`config.mk`:
```
export PLATFORM = sky130hd
export DESIGN_NAME = mode_tracker
export DESIGN_NICKNAME = d
export VERILOG_FILES = /design/src/rtl/modetrk_pkg.sv /design/src/rtl/modetrk_decode.sv /design/src/rtl/modetrk_legal.sv /design/src/rtl/modetrk_state.sv /design/src/rtl/mode_tracker.sv
export SDC_FILE = /design/constraint.sdc
export NUM_CORES = 1
export LEC_CHECK = 0
export BUFFER_PORTS_ARGS = -buffer_cell sky130_fd_sc_hd__buf_2
export CAP_MARGIN = 40
export CORE_AREA = 2 2 39 41
export CTS_CLUSTER_DIAMETER = 30
export CTS_CLUSTER_SIZE = 40
export DETAILED_ROUTE_END_ITERATION = 7
export DIE_AREA = 0 0 41 43
export GPL_ROUTABILITY_DRIVEN = 1
export MAX_ROUTING_LAYER = met4
export PLACE_DENSITY_LB_ADDON = 0.08
export SYNTH_ARGS = -nofsm -noshare
export SYNTH_HDL_FRONTEND = slang
export SYNTH_HIERARCHICAL = 1
export SYNTH_SLANG_ARGS = --single-unit
```
`constraint.sdc`:
```
create_clock -name clk -period 3.1 [get_ports clk]
set_clock_uncertainty 0.2 [all_clocks]
set_input_delay 0.31 -clock clk [delete_from_list [all_inputs] [get_ports clk]]
set_output_delay 0.31 -clock clk [all_outputs]
set_load 0.005 [all_outputs]
```
`src/rtl/modetrk_pkg.sv`:
```
package modetrk_pkg;

  typedef enum logic [1:0] {
    MODE_IDLE = 2'b00,
    MODE_INIT = 2'b01,
    MODE_TARG = 2'b10
  } mode_t;

  typedef enum logic [1:0] {
    GRP_MISC  = 2'b00,
    GRP_INIT  = 2'b01,
    GRP_TARG  = 2'b10,
    GRP_SETUP = 2'b11
  } grp_t;

  typedef struct packed {
    grp_t grp;
    logic is_select;
    logic is_reselect;
  } cmd_class_t;

endpackage

```
`src/rtl/modetrk_decode.sv`:
```
module modetrk_decode
  import modetrk_pkg::*;
#(
  parameter int CMD_W        = 8,
  parameter int GRP_LSB      = 4,
  parameter int SUB_W        = 4,
  parameter int SEL_VARIANTS = 4,
  parameter int RESEL_SUB    = 5
) (
  input  logic [CMD_W-1:0] code,
  output cmd_class_t       cls
);
  localparam int GRP_MSB = GRP_LSB + 1;

  logic [1:0]       grp_bits;
  logic [SUB_W-1:0] sub;

  assign grp_bits = code[GRP_MSB:GRP_LSB];
  assign sub      = code[SUB_W-1:0];

  always_comb begin
    cls.grp         = grp_t'(grp_bits);
    cls.is_select   = (cls.grp == GRP_SETUP) && (int'(sub) < SEL_VARIANTS);
    cls.is_reselect = (cls.grp == GRP_SETUP) && (int'(sub) == RESEL_SUB);
  end

  initial begin
    assert (GRP_MSB < CMD_W) else $error("group field exceeds command width");
    assert (SUB_W <= GRP_LSB) else $error("subcode overlaps group field");
  end

endmodule

```
`src/rtl/modetrk_legal.sv`:
```
module modetrk_legal
  import modetrk_pkg::*;
(
  input  mode_t      cur_mode,
  input  cmd_class_t cls,
  output logic       legal
);
  always_comb begin
    unique case (cls.grp)
      GRP_MISC:  legal = 1'b1;
      GRP_INIT:  legal = (cur_mode == MODE_INIT);
      GRP_TARG:  legal = (cur_mode == MODE_TARG);
      GRP_SETUP: legal = (cur_mode == MODE_IDLE);
      default:   legal = 1'b0;
    endcase
  end
endmodule

```
`src/rtl/modetrk_state.sv`:
```
module modetrk_state
  import modetrk_pkg::*;
(
  input  logic       clk,
  input  logic       rst,
  input  logic       cmd_valid,
  input  cmd_class_t cls,
  input  logic       legal,
  input  logic       remote_sel,
  input  logic       remote_resel,
  input  logic       bus_disc,
  output mode_t      mode_q,
  output logic       illegal_q
);
  mode_t mode_d;

  always_comb begin
    mode_d = mode_q;
    if (bus_disc)
      mode_d = MODE_IDLE;
    else if (remote_sel)
      mode_d = MODE_TARG;
    else if (remote_resel)
      mode_d = MODE_INIT;
    else if (cmd_valid && legal) begin
      if (cls.is_select)
        mode_d = MODE_INIT;
      else if (cls.is_reselect)
        mode_d = MODE_TARG;
    end
  end

  always_ff @(posedge clk) begin
    if (rst) begin
      mode_q    <= MODE_IDLE;
      illegal_q <= 1'b0;
    end else begin
      mode_q    <= mode_d;
      illegal_q <= cmd_valid && !legal;
    end
  end

  a_r1_mode_encoding: assert property (@(posedge clk) disable iff (rst)
    mode_q != 2'b11);

  a_r10_disc_to_idle: assert property (@(posedge clk) disable iff (rst)
    bus_disc |=> mode_q == MODE_IDLE);

  a_r9_remote_select: assert property (@(posedge clk) disable iff (rst)
    (!bus_disc && remote_sel) |=> mode_q == MODE_TARG);

  a_r9_remote_reselect: assert property (@(posedge clk) disable iff (rst)
    (!bus_disc && !remote_sel && remote_resel) |=> mode_q == MODE_INIT);

  a_r12_pulse_needs_cmd: assert property (@(posedge clk) disable iff (rst)
    !cmd_valid |=> !illegal_q);

  a_r3_idle_rejects_groups: assert property (@(posedge clk) disable iff (rst)
    (cmd_valid && mode_q == MODE_IDLE && (cls.grp == GRP_INIT || cls.grp == GRP_TARG))
      |=> illegal_q);

  a_r7_illegal_keeps_mode: assert property (@(posedge clk) disable iff (rst)
    (cmd_valid && !legal && !bus_disc && !remote_sel && !remote_resel)
      |=> $stable(mode_q));

  a_r2_misc_always_legal: assert property (@(posedge clk) disable iff (rst)
    (cmd_valid && cls.grp == GRP_MISC) |=> !illegal_q);

endmodule

```
`src/rtl/mode_tracker.sv`:
```
module mode_tracker
  import modetrk_pkg::*;
#(
  parameter int CMD_W        = 8,
  parameter int GRP_LSB      = 4,
  parameter int SUB_W        = 4,
  parameter int SEL_VARIANTS = 4,
  parameter int RESEL_SUB    = 5
) (
  input  logic             clk,
  input  logic             rst,
  input  logic             cmd_valid,
  input  logic [CMD_W-1:0] cmd_code,
  input  logic             remote_sel,
  input  logic             remote_resel,
  input  logic             bus_disc,
  output logic [1:0]       mode,
  output logic             illegal_irq
);
  cmd_class_t cls;
  logic       legal;
  mode_t      mode_q;
  logic       illegal_q;

  modetrk_decode #(
    .CMD_W(CMD_W), .GRP_LSB(GRP_LSB), .SUB_W(SUB_W),
    .SEL_VARIANTS(SEL_VARIANTS), .RESEL_SUB(RESEL_SUB)
  ) u_decode (
    .code (cmd_code),
    .cls  (cls)
  );

  modetrk_legal u_legal (
    .cur_mode (mode_q),
    .cls      (cls),
    .legal    (legal)
  );

  modetrk_state u_state (
    .clk          (clk),
    .rst          (rst),
    .cmd_valid    (cmd_valid),
    .cls          (cls),
    .legal        (legal),
    .remote_sel   (remote_sel),
    .remote_resel (remote_resel),
    .bus_disc     (bus_disc),
    .mode_q       (mode_q),
    .illegal_q    (illegal_q)
  );

  assign mode        = mode_q;
  assign illegal_irq = illegal_q;

endmodule

```
== Word level (Yosys, flattened, before mapping) ==
Index checks and enable logic that the tools add are counted.

* Bits in read-only memories: 0
* Word-level logic and storage cells: 31
* RAM bits: 0
* Latch bits: 0
* Memories: 0
* Input bits: 14
* Bits in registers: 3

* Reductions and logical operators: 15
* Equal/unequal tests: 6
* Multiplexer cells: 6
* Shift operators: 0
* Add/subtract/negate cells: 0
* Divide/modulo/power cells: 0
* $mul: 0
* Bitwise logic cells: 0
* $lt $le $gt $ge: 1

{| class="wikitable"
|+ Operators with widths
! kind !! number
|-
| 2-bit 2-to-1 mux || 5
|-
| 2-bit == test (second input constant) || 3
|-
| 3-bit nonzero test || 2
|-
| 2-bit by 1-bit == test with 1-bit output (second input constant) || 2
|-
| 4-bit == test (second input constant) || 1
|-
| 1-bit logical AND || 4
|-
| 2-bit logical NOT || 2
|-
| 4-bit by 3-bit < comparator with 1-bit output (second input constant) || 1
|-
| 1-bit case mux with 4 select lines || 1
|-
| 2-bit AND reduction || 2
|-
| 4-bit nonzero test || 1
|-
| 3-bit OR reduction || 1
|-
| 2-bit nonzero test || 1
|-
| 2-bit OR reduction || 1
|-
| 1-bit logical NOT || 1
|}

== Logic depth before layout (Yosys ltp) ==
Gate-level depths: netlist (run 1).

* Depth in word-level cells: 7
* Depth in mapped cells: 8
* Gate-level depth less buffers: 7

== Modules after synthesis ==
Netlist (run 1), hierarchy kept.

{| class="wikitable"
|+ Modules (own cells, without submodules)
! module !! area an instance (um^2) !! cells each !! seq. area each (um^2) !! instances
|-
| modetrk_state || 126.4 || 11 || 60.1 || 1
|-
| modetrk_legal || 82.6 || 9 || 0.0 || 1
|-
| modetrk_decode || 52.6 || 6 || 0.0 || 1
|}

== Worst setup path before layout (run 1) ==
No wires, ideal clock.

* Path kind: input port to flip-flop
* Start: in cmd_code[4]
* End: reg u_state.mode_q[1]
* Slack: 0.753 ns
* Data arrival time: 2.044 ns
* Required time: 2.797 ns
* Stages on the path: 8
* Cells stage by stage: buf_4 -> inv_1 -> ha_1 -> and4bb_2 -> or4_1 -> a31oi_2 -> nor2_1 -> a2111oi_2

* Elaborated cells on any way between the ends: 15

{| class="wikitable"
|+ RTL lines
! item !! RTL line !! source
|-
| start: declaration || mode_tracker.sv:13 || <nowiki>input logic [CMD_W-1:0] cmd_code,</nowiki>
|-
| 2-bit == test (tied with other cells) || modetrk_legal.sv:9 || <nowiki>unique case (cls.grp)</nowiki>
|-
| 1-bit case mux with 4 select lines * || modetrk_legal.sv:9 ||
|-
| net legal || mode_tracker.sv:21 || <nowiki>logic legal;</nowiki>
|-
| 1-bit logical AND * || modetrk_state.sv:25 || <nowiki>else if (cmd_valid && legal) begin</nowiki>
|-
| 3-bit nonzero test (no source line) * || - ||
|-
| 2-bit AND reduction (no source line) * || - ||
|-
| end signal: assignment || modetrk_state.sv:38 || <nowiki>mode_q <= mode_d;</nowiki>
|-
| end: declaration || modetrk_state.sv:12 || <nowiki>output mode_t mode_q,</nowiki>
|}

The timed path passes the listed nets; every way through them passes the cells marked *. The select of a mux whose other input is x is not followed.
A chain may end at the register's enable or synchronous reset.

== Worst setup path after layout (run 1) ==
Ends and elaborated chain as after synthesis.

==> metrics.md, run 1 <==
| Metric | Value |
|---|---|
| Fin area | roughly 360 µm² |
| Status | finished, final reports clean |
| Routability-driven placement congestion ratio | roughly 0.65 |
| 1st-iter DRT viols | 0 |
| Buffers & Inverters on Critical Path | 2 |
| Syn Inst Count | 26 |
| Detailed placement HPWL | around 460 µm |
| Starting Density | approximately a fifth |
| Worst slew margin | 82.6% |
| Library cells used by synthesis | 15 |
| Share of the core filled with cells | roughly a quarter |
| Postcts setup bufs | 0 |
| Final setup fails | 0 |
| Largest net degree at the start of global routing | 6 |
| Worst Path Required | approximately 3.0 ns |
| Antenna diodes | 0 |
| CTS clk-pin slew, worst paths | 0.04 ns |
| WL/cell | 9.55 µm |
| CTS Buf Count | 3 |
| Critical Path Fanout Max | 3 |
| Final ANT Viol Nets | 0 |
| Synth Warn # | 6 |
| Die area | between 1500 and 2000 µm² |
| Area delta synth->final | 38.8% |
| Global-route wire length before repair | 890 µm |
| # clock sinks | 3 |
| Synth area leaders | dfxtp_1 23%, ha_1 14%, a2111oi_2 11%, nand3b_4 7.7%, buf_4 5.7% |
| Nets | 60 |
| Rows | 14 |
| Die W | approximately 41 µm |
| RSZ-0062 raised after global routing | false |
| Via count | roughly 240 |
| # resized after CTS | 0 |
| CTS tree | yes |
| DRC | 0 |
| EDFF count, synth | 0 |
| Hold Vio Cnt, Final | 0 |
| Number of port buffers | 14 |
| Final setup TNS | 0 ns |
| Root Buffer | clkbuf_4 |
| Max incr delay on CP | around 0.57 ns |
| Max cap viols | 0 |
| Crit path max-delay family | simple AND/OR/NAND/NOR gates |
| WL met2 | just under 300 µm |
| Critical path class | input port to flip-flop |
| Vias in the first global route | 261 |
| Highest Signal Layer | met4 |
| Top-level I/O count | 17 |
| Crit start category | input port |
| Top cell type's share of synthesized area | about 23% |
| H-tree depth | 1 |
| FMAX | 0.436 GHz |
| Slowest-stage cell, CP | or4_1 |
| Drt total wl | roughly 550 µm |
| Most frequent cells after synthesis | 3 x dfxtp_1, 3 x ha_1, 3 x nor2_1 |
| Initial antenna violation count | 0 |
| Final period utilization | 74.0% |
| Synth async-reset ratio | 0% |
| Prevailing post-synth register cell | dfxtp_1 |
| Area leader, netlist | dfxtp_1 |
| Met1 Wirelength | 221 µm |
| Worst-Skew Late Latency | roughly 0.23 ns |
| Drt first pass iters | 1 |
| Min-Delay Path Class | input port to flip-flop |
| # hold bufs at CTS | 0 |
| Met3 WL | 25 µm |
| Seq/Total Area, Yosys | a little under a quarter |
| CP endpoint kind | flip-flop |
| Worst Path Arrival | ~2.2 ns |
| Max-slew violations | 0 |
| Worst-path cell chain | buf_2 > inv_1 > ha_1 > and4b_1 > or4_1 > a31oi_2 > nor2_1 > a2111oi_2 |
| Syn Nets | 43 |
| Vias per inst | approximately 4.2 |
| Die Y | ~43 µm |
| Overflow left after global routing | 0 |
| Max VDD drop | ~0.19 mV |
| Register bit total from synthesis | 3 |
| GRT Util Overall | under 10% |
| Core footprint | approximately 1400 µm² |
| Layout cell share with drive strength beyond 1 | approximately 55% |
| Fin crit period | 2.29 ns |
| Worst-Margin Slew | 0.261 ns |
| Pwr/cell area | around 370 nW/µm² |
| Leakage power | approximately 0.18 nW |
| Mapped Area | 262 µm² |
| Placed Area | ~340 µm² |
| Synthesized area per cell | 10.1 µm² |
| Clock buffer depth | 2 |
## cell families (layout without fill, tap and decap cells)
group / after synthesis / count (layout) / synth area share, %
simple gates: 13 / 13 / 37.8
buf+inv: 4 / 20 / 8.61
fa+ha+maj: 3 / 3 / 14.4
compound gates: 3 / 3 / 16.3
flops: 3 / 3 / 23.0
## final timing paths
path / from / to / slack [ns] / depth (start not counted)
setup / recovery: cmd_code[4] / u_state/mode_q[1] / 0.81 / 8
hold / removal: bus_disc / u_state/mode_q[1] / 0.07 / 2
setup reg to reg: u_state/mode_q[0] / u_state/mode_q[1] / 0.97 / 5
hold reg to reg: u_state/mode_q[0] / u_state/mode_q[0] / 0.33 / 2
## state kept, by name, indices dropped and copies added (netlist names)
name,flops
u_state/illegal_q,1
u_state/mode_q,2
## power breakdown
part / switching (mW) / internal, mW / leakage, nW
Sequential: 0.00118 / 0.0405 / 0.0246
Combinational: 0.0122 / 0.0125 / 0.141
Clock: 0.0205 / 0.0482 / 0.0150
## per-layer routing
layer  global-route usage (%)  vias to the layer above
met5                        -                        -
met1                     7.64                      109
met2                     12.2                        7
met3                     1.57                        2
met4                     8.00                        0
li1                         -                      125
## final cells by class
class / instances / area, µm²
timing repair buffer: 14 / 70.1
tap: 16 / 20.0
clock buffer: 4 / 26.3
sequential: 3 / 60.1
multi-input combinational: 19 / 179
inverter: 2 / 7.51
fill: 160 / 1020
## worst register-to-register path, delay by kind of cell, from the launching register on
kind             cells  cell delay [ns]
AO/OA/AOI/OAI        2             0.60
AND/OR/NAND/NOR      3             0.85
flip-flops           1             0.38
## cells in the final DEF (no fill, tap or decap)
cell        n
or4_1       1
nand3_1     1
nor3b_1     2
clkbuf_4    3
nand3b_4    1
and4bb_2    1
nand2_1     2
a31oi_2     1
inv_1       2
clkbuf_1    1
dfxtp_1     3
buf_2      14
nor2_1      3
and4b_1     1
ha_1        3
nor3_2      1
a2111oi_2   2
## through the flow
stage	hold WS, ns	worst slack (ns)	std cells	total power, mW
detailed placement	0.312	0.549	54	0.0672
global route	0.0701	0.697	58	0.143
finish	0.0705	0.807	58	0.135
CTS	0.0630	0.801	58	0.138
floorplan	0.179	0.753	26	0.0553
global placement	0.305	0.575	54	0.0665
(Power assumes the default switching activity.)
==> run 2, diff against run 1 <==
==> constraint.sdc (replaced) <==
create_clock -name clk -period 2.4 [get_ports clk]
set_clock_uncertainty 0.2 [all_clocks]
set_input_delay 0.24 -clock clk [delete_from_list [all_inputs] [get_ports clk]]
set_output_delay 0.24 -clock clk [all_outputs]
set_load 0.005 [all_outputs]
==> run 2 against run 1 <==
Power up 31%. Critical endpoint unchanged. Final cell count up 5.2%. Register-to-register slack worse by 0.70 ns. Sequential share of layout area down 0.97 points. Combinational power up 46%. Utilization up 1.6 points. Critical path type unchanged. Largest cell class unchanged. Highest routed layer is now met3. Hold slack worse by 0.065 ns. Clock-buffer cell count unchanged. Wire length up 13%. Largest power group unchanged. Design area up 6.2%.
==> metrics.md, run 2 (synthesis gave the netlist of run 1 again) <==
| Metric | Value |
|---|---|
| Status | finished, final reports clean |
| Biggest register | u_state/mode_q |
| Final setup TNS | 0 ns (unchanged) |
| RSZ-0062 raised after global routing | false |
| Drt first pass iters | 2 (+1) |
| Top-level I/O count | 17 (unchanged) |
| Worst-Margin Slew | 0.264 ns (+0.00318 ns) |
| Overflow left after global routing | 0 (unchanged) |
| Worst Path Arrival | 2.08 ns (-0.14 ns) |
| Max cap viols | 0 (unchanged) |
| DRC | 0 (unchanged) |
| Detailed placement HPWL | 510 µm (+10%) |
| Antenna diodes | 0 (unchanged) |
| FMAX | 0.462 GHz |
| WL/cell | 10.2 µm (+7.3%) |
| Final period utilization | 90.2% |
| # hold bufs at CTS | 0 (unchanged) |
| # resized after CTS | 0 (unchanged) |
| CTS Buf Count | 3 (unchanged) |
| Root Buffer | clkbuf_4 |
| Clock buffer depth | 2 (unchanged) |
| Routability-driven placement congestion ratio | 0.665 (+1.7%) |
| Critical Path Fanout Max | 3 (unchanged) |
| Vias per inst | 4.21 (+0.56%) |
| Largest net degree at the start of global routing | 6 (unchanged) |
| CP endpoint kind | flip-flop |
| Die W | 41 µm (unchanged) |
| CTS tree | yes |
| Leading cell type in the layout, fill and taps excluded | buf_2 |
| Final setup fails | 0 (unchanged) |
| Max FFs per register | 2 (unchanged) |
| Crit start category | input port |
| Register Area | 60.1 µm² (unchanged) |
| Nets | 63 (+5.0%) |
| Multi-input gate area | 179 µm² (unchanged) |
| WHS | 0.00558 ns (-0.0649 ns) |
| Area delta synth->final | 47.4% |
| 1st-iter DRT viols | 3 (+3) |
| Fin area | 385 µm² (+6.2%) |
| Min-Delay Path Class | input port to flip-flop |
| Drt total wl | 625 µm (+13%) |
| GRT Util Overall | 8.62% (+0.62 points) |
| Layout cell share with drive strength beyond 1 | 57.8% (+3.0 points) |
| Place WS | -0.0197 ns (-0.569 ns) |
| Worst slew margin | 82.4% (-0.21 points) |
| Die area | 1760 µm² (unchanged) |
| Placed Area | 359 µm² (+6.7%) |
| Number of port buffers | 14 (unchanged) |
| Final ANT Viol Nets | 0 (unchanged) |
| Worst-Skew Late Latency | 0.23 ns (about the same) |
| Rows | 14 (unchanged) |
| Starting Density | 18.9% (unchanged) |
| Postcts setup bufs | 0 (unchanged) |
| Core footprint | 1380 µm² (unchanged) |
| Vias in the first global route | 286 (+9.6%) |
| Worst Path Required | 2.32 ns (-0.71 ns) |
| Crit Reg-Reg Startpoint | u_state/mode_q[0] |
| Die Y | 43 µm (unchanged) |
| Top flop regs | u_state/mode_q (2), u_state/illegal_q (1) |
| Via count | 257 (+5.8%) |
| # clock sinks | 3 (unchanged) |
| Critical Path Start | cmd_code[4] |
| Worst hold start | bus_disc |
| Global-route wire length before repair | 1020 µm (+15%) |
| Hold Vio Cnt, Final | 0 (unchanged) |
| Pwr Total | 0.177 mW (+31%) |
| Max VDD drop | 0.267 mV (+40%) |
| Fillers | 154 (-3.8%) |
| Max-slew violations | 0 (unchanged) |
| Setup ws final | 0.236 ns (-0.571 ns) |
| Leakage power | 0.195 nW (+8.0%) |
| Initial antenna violation count | 0 (unchanged) |
| Pwr/cell area | 459 nW/µm² (+23%) |
| CTS clk-pin slew, worst paths | 0.03 ns (about the same) |
| Critical path class | input port to flip-flop |
| Fin crit period | between 2 and 2.5 ns |
| H-tree depth | 1 (unchanged) |
-- run 2: path summary, 6_finish.rpt --
path | end | slack (ns) | depth (start not counted)
worst min register to register | u_state/mode_q[0] | 0.35 | 2
worst max register to register | u_state/mode_q[1] | 0.27 | 5
worst max-delay path | u_state/mode_q[1] | 0.24 | 8
worst min-delay path | u_state/mode_q[0] | 0.006 | 2
-- run 2: worst max-delay path, stage by stage --
cell,delay [ns]
buf_2,0.09
inv_1,0.05
ha_1,0.29
and4bb_2,0.22
or4_1,0.55
a31oi_2,0.25
nor2_1,0.07
a2111oi_2,0.33
-- run 2: cell type report --
class / count / area share [%]
Multi-Input combinational cell: 19 / 46.4
Inverter: 2 / 1.95
Sequential cell: 3 / 15.6
Tap cell: 16 / 5.19
Clock buffer: 4 / 6.82
Timing Repair Buffer: 17 / 24.0
-- run 2: power by group --
group | total, mW | leakage [nW] | switching [mW] | internal (mW)
clock network | 0.0870 | 0.0150 | 0.0248 | 0.0622
logic | 0.0361 | 0.155 | 0.0168 | 0.0193
registers | 0.0540 | 0.0246 | 0.00160 | 0.0524
-- run 2: through the flow --
stage / instances / utilization [%]
floorplan: 26 / -
global placement: 57 / 25.9
detailed placement: 57 / 25.9
CTS: 61 / 27.8
global route: 61 / 27.8
finish: 61 / 27.8
-- run 2: metal layers --
layer,GRT usage (%),vias to the layer above,wire [µm]
met1,8.95,119,246
met5,-,-,0
met2,13.8,7,352
met4,6.00,0,0
li1,-,131,-
met3,1.57,0,27
==> run 3, diff against run 2 <==
==> constraint.sdc (replaced) <==
create_clock -name clk -period 2.4 [get_ports clk]
set_clock_uncertainty 0.2 [all_clocks]
set_input_delay 0.48 -clock clk [delete_from_list [all_inputs] [get_ports clk]]
set_output_delay 0.48 -clock clk [all_outputs]
set_load 0.005 [all_outputs]
==> run 3 against run 2 <==
Design area up 8.4%. Global-route usage grew 1.3 points. Utilization grew 2.4 points.
==> metrics.md, run 3 (synthesis gave the netlist of run 1 again) <==
| Metric | Value |
|---|---|
| Nets | 65 (+3.2%) |
| Power share of the clock group | 48.7% (-0.4 points) |
| Highest Signal Layer | met4 |
| Root Buffer | clkbuf_4 |
| Slowest-stage cell, CP | or4_4 |
| Fin area | 418 µm² (+8.4%) |
| CTS Buf Count | 3 (unchanged) |
| Detailed placement HPWL | 543 µm (+6.5%) |
| Final period utilization | 95.7% (+5.5 points) |
| Leakage power | 0.205 nW (+5.2%) |
| Placed Cells | 59 (+3.5%) |
| # hold bufs at CTS | 0 (unchanged) |
| Die W | 41 µm (unchanged) |
| Commonest cells after routing, fill and taps aside | 14 x buf_2, 5 x buf_4 |
| Max-slew violations | 0 (unchanged) |
| FMAX | 0.436 GHz (-5.7%) |
| # clock sinks | 3 (unchanged) |
| Comb power frac | 22.2% (+1.8 points) |
| Min-Delay Path Class | input port to flip-flop |
| Met3 WL | 21 µm (-22%) |
| Antenna diodes | 0 (unchanged) |
| Non-filler cells, final | 63 (+3.3%) |
| Global-route wire length before repair | 1130 µm (+11%) |
| Area delta synth->final | 59.8% |
| Crit path max-delay family | simple AND/OR/NAND/NOR gates |
| RSZ-0062 raised after global routing | false |
| Buffers & Inverters on Critical Path | 2 (unchanged) |
| Critical path class | input port to flip-flop |
| Drt total wl | 656 µm (+5.0%) |
| Max VDD drop | 0.265 mV (-0.56%) |
| Biggest register | u_state/mode_q |
| Starting Density | 18.9% (unchanged) |
| Register Area | 60.1 µm² (unchanged) |
| Rows | 14 (unchanged) |
| Hold Crit Depth | 2 (unchanged) |
| Net switching power | 0.0479 mW (+11%) |
| Met1 Wirelength | 233 µm (-5.3%) |
| Multi-input gate area | 196 µm² (+9.8%) |
| GRT Util Overall | 9.96% (+1.3 points) |
| Vias per inst | 4.41 (+4.7%) |
| Via count | 278 (+8.2%) |
| Worst-path cell chain | buf_2 > inv_1 > ha_1 > and4b_1 > or4_4 > a31oi_4 > nor2_1 > a2111oi_2 |
| 1st-iter DRT viols | 4 (+1) |
| Clock buffer depth | 2 (unchanged) |
| Status | finished, final reports clean |
| Reg2Reg Depth | 5 (unchanged) |
| Max cap viols | 0 (unchanged) |
| Layout cell share with drive strength beyond 1 | 63.8% (+6.1 points) |
| # resized after CTS | 0 (unchanged) |
| Worst-Margin Slew | 0.260 ns (-0.00436 ns) |
| Worst Path Required | 2.33 ns (about the same) |
| WL met2 | 391 µm (+11%) |
| Fillers | 150 (-2.6%) |
| Switching Fraction | 25.9% (+1.5 points) |
| Final ANT Viol Nets | 0 (unchanged) |
| Largest net degree at the start of global routing | 6 (unchanged) |
| Max FFs per register | 2 (unchanged) |
| Seq pwr share | 29.1% (-1.4 points) |
| Core footprint | 1380 µm² (unchanged) |
| Fin crit period | 2.30 ns (+0.131 ns) |
| Routability-driven placement congestion ratio | 0.613 (-7.7%) |
| CP endpoint kind | flip-flop |
| Placed Area | 387 µm² (+7.7%) |
| Die area | 1760 µm² (unchanged) |
| WL/cell | 10.4 µm (+1.6%) |
| Vias in the first global route | 290 (+1.4%) |
| Top flop regs | u_state/mode_q (2), u_state/illegal_q (1) |
| Cell internal pwr | 0.137 mW (+2.4%) |
| DRC | 0 (unchanged) |
| Final setup fails | 0 (unchanged) |
| Postcts setup bufs | 0 (unchanged) |
| Top-level I/O count | 17 (unchanged) |
| Pwr/cell area | 443 nW/µm² (-3.6%) |
| Leading cell type in the layout, fill and taps excluded | buf_2 |
| Initial antenna violation count | 0 (unchanged) |
| CTS tree | yes |
| Worst-Skew Late Latency | 0.24 ns (about the same) |
| Overflow left after global routing | 0 (unchanged) |
| Crit start category | input port |
| Drt first pass iters | 2 (unchanged) |
| H-tree depth | 1 (unchanged) |
| Max incr delay on CP | 0.55 ns (about the same) |
| Worst Path Arrival | 2.23 ns (+0.15 ns) |
| CTS clk-pin slew, worst paths | 0.04 ns (about the same) |
| Hold Vio Cnt, Final | 0 (unchanged) |
| Die Y | 43 µm (unchanged) |
| Number of port buffers | 14 (unchanged) |
| Worst slew margin | 82.7% (+0.29 points) |
| Critical Path Fanout Max | 3 (unchanged) |
| Stages on the worst setup path | 8 (unchanged) |
==> run 3: cell type report <==
class / count / area share, %
inverters: 2 / 1.80
well taps: 16 / 4.79
multi-input cells: 19 / 47.0
clock buffers: 4 / 6.29
repair buffers: 19 / 25.7
flip-flops and latches: 3 / 14.4
==> run 3: power by group through the flow <==
stage | clock network, mW | registers, mW | logic (mW)
6_report | 0.0901 | 0.0539 | 0.0410
2_1_floorplan | 0 | 0.0547 | 0.0196
3_5_place_dp | 0 | 0.0547 | 0.0416
3_3_place_gp | 0 | 0.0545 | 0.0399
5_1_grt | 0.0968 | 0.0541 | 0.0462
4_1_cts | 0.0927 | 0.0539 | 0.0416
==> run 3: worst register-to-register path, delay by kind of cell, from the launching register on <==
kind	cells	cell delay [ns]
AOI/OAI and AO/OA	2	0.51
DFF	1	0.38
and+or+nand+nor	3	0.83
==> run 3: path summary, 6_finish.rpt <==
kind | to | slack, ns | start
setup / recovery | u_state/mode_q[1] | 0.10 | cmd_code[4]
hold / removal | u_state/mode_q[1] | 0.23 | bus_disc
setup reg to reg | u_state/mode_q[1] | 0.38 | u_state/mode_q[0]
hold reg to reg | u_state/mode_q[0] | 0.33 | u_state/mode_q[0]
==> run 3: layer usage <==
| metal | vias to the layer above | track usage [%] |
|---|---|---|
| met5 | - | - |
| li1 | 136 | - |
| met4 | 0 | 8.00 |
| met3 | 2 | 1.57 |
| met1 | 134 | 10.9 |
| met2 | 6 | 15.0 |
==> run 3: through the flow <==
| step | power [mW] | hold WS [ns] | util [%] | TNS [ns] | setup slack [ns] |
|---|---|---|---|---|---|
| CTS | 0.188 | 0.230 | 29.8 | 0 | 0.102 |
| global route | 0.197 | 0.233 | 30.2 | 0 | 0.00255 |
| detailed placement | 0.0963 | 0.334 | 27.9 | -0.276 | -0.142 |
| floorplan | 0.0742 | 0.297 | - | -0.0778 | -0.0470 |
| global placement | 0.0945 | 0.314 | 27.9 | -0.230 | -0.127 |
| finish | 0.185 | 0.234 | 30.2 | 0 | 0.104 |
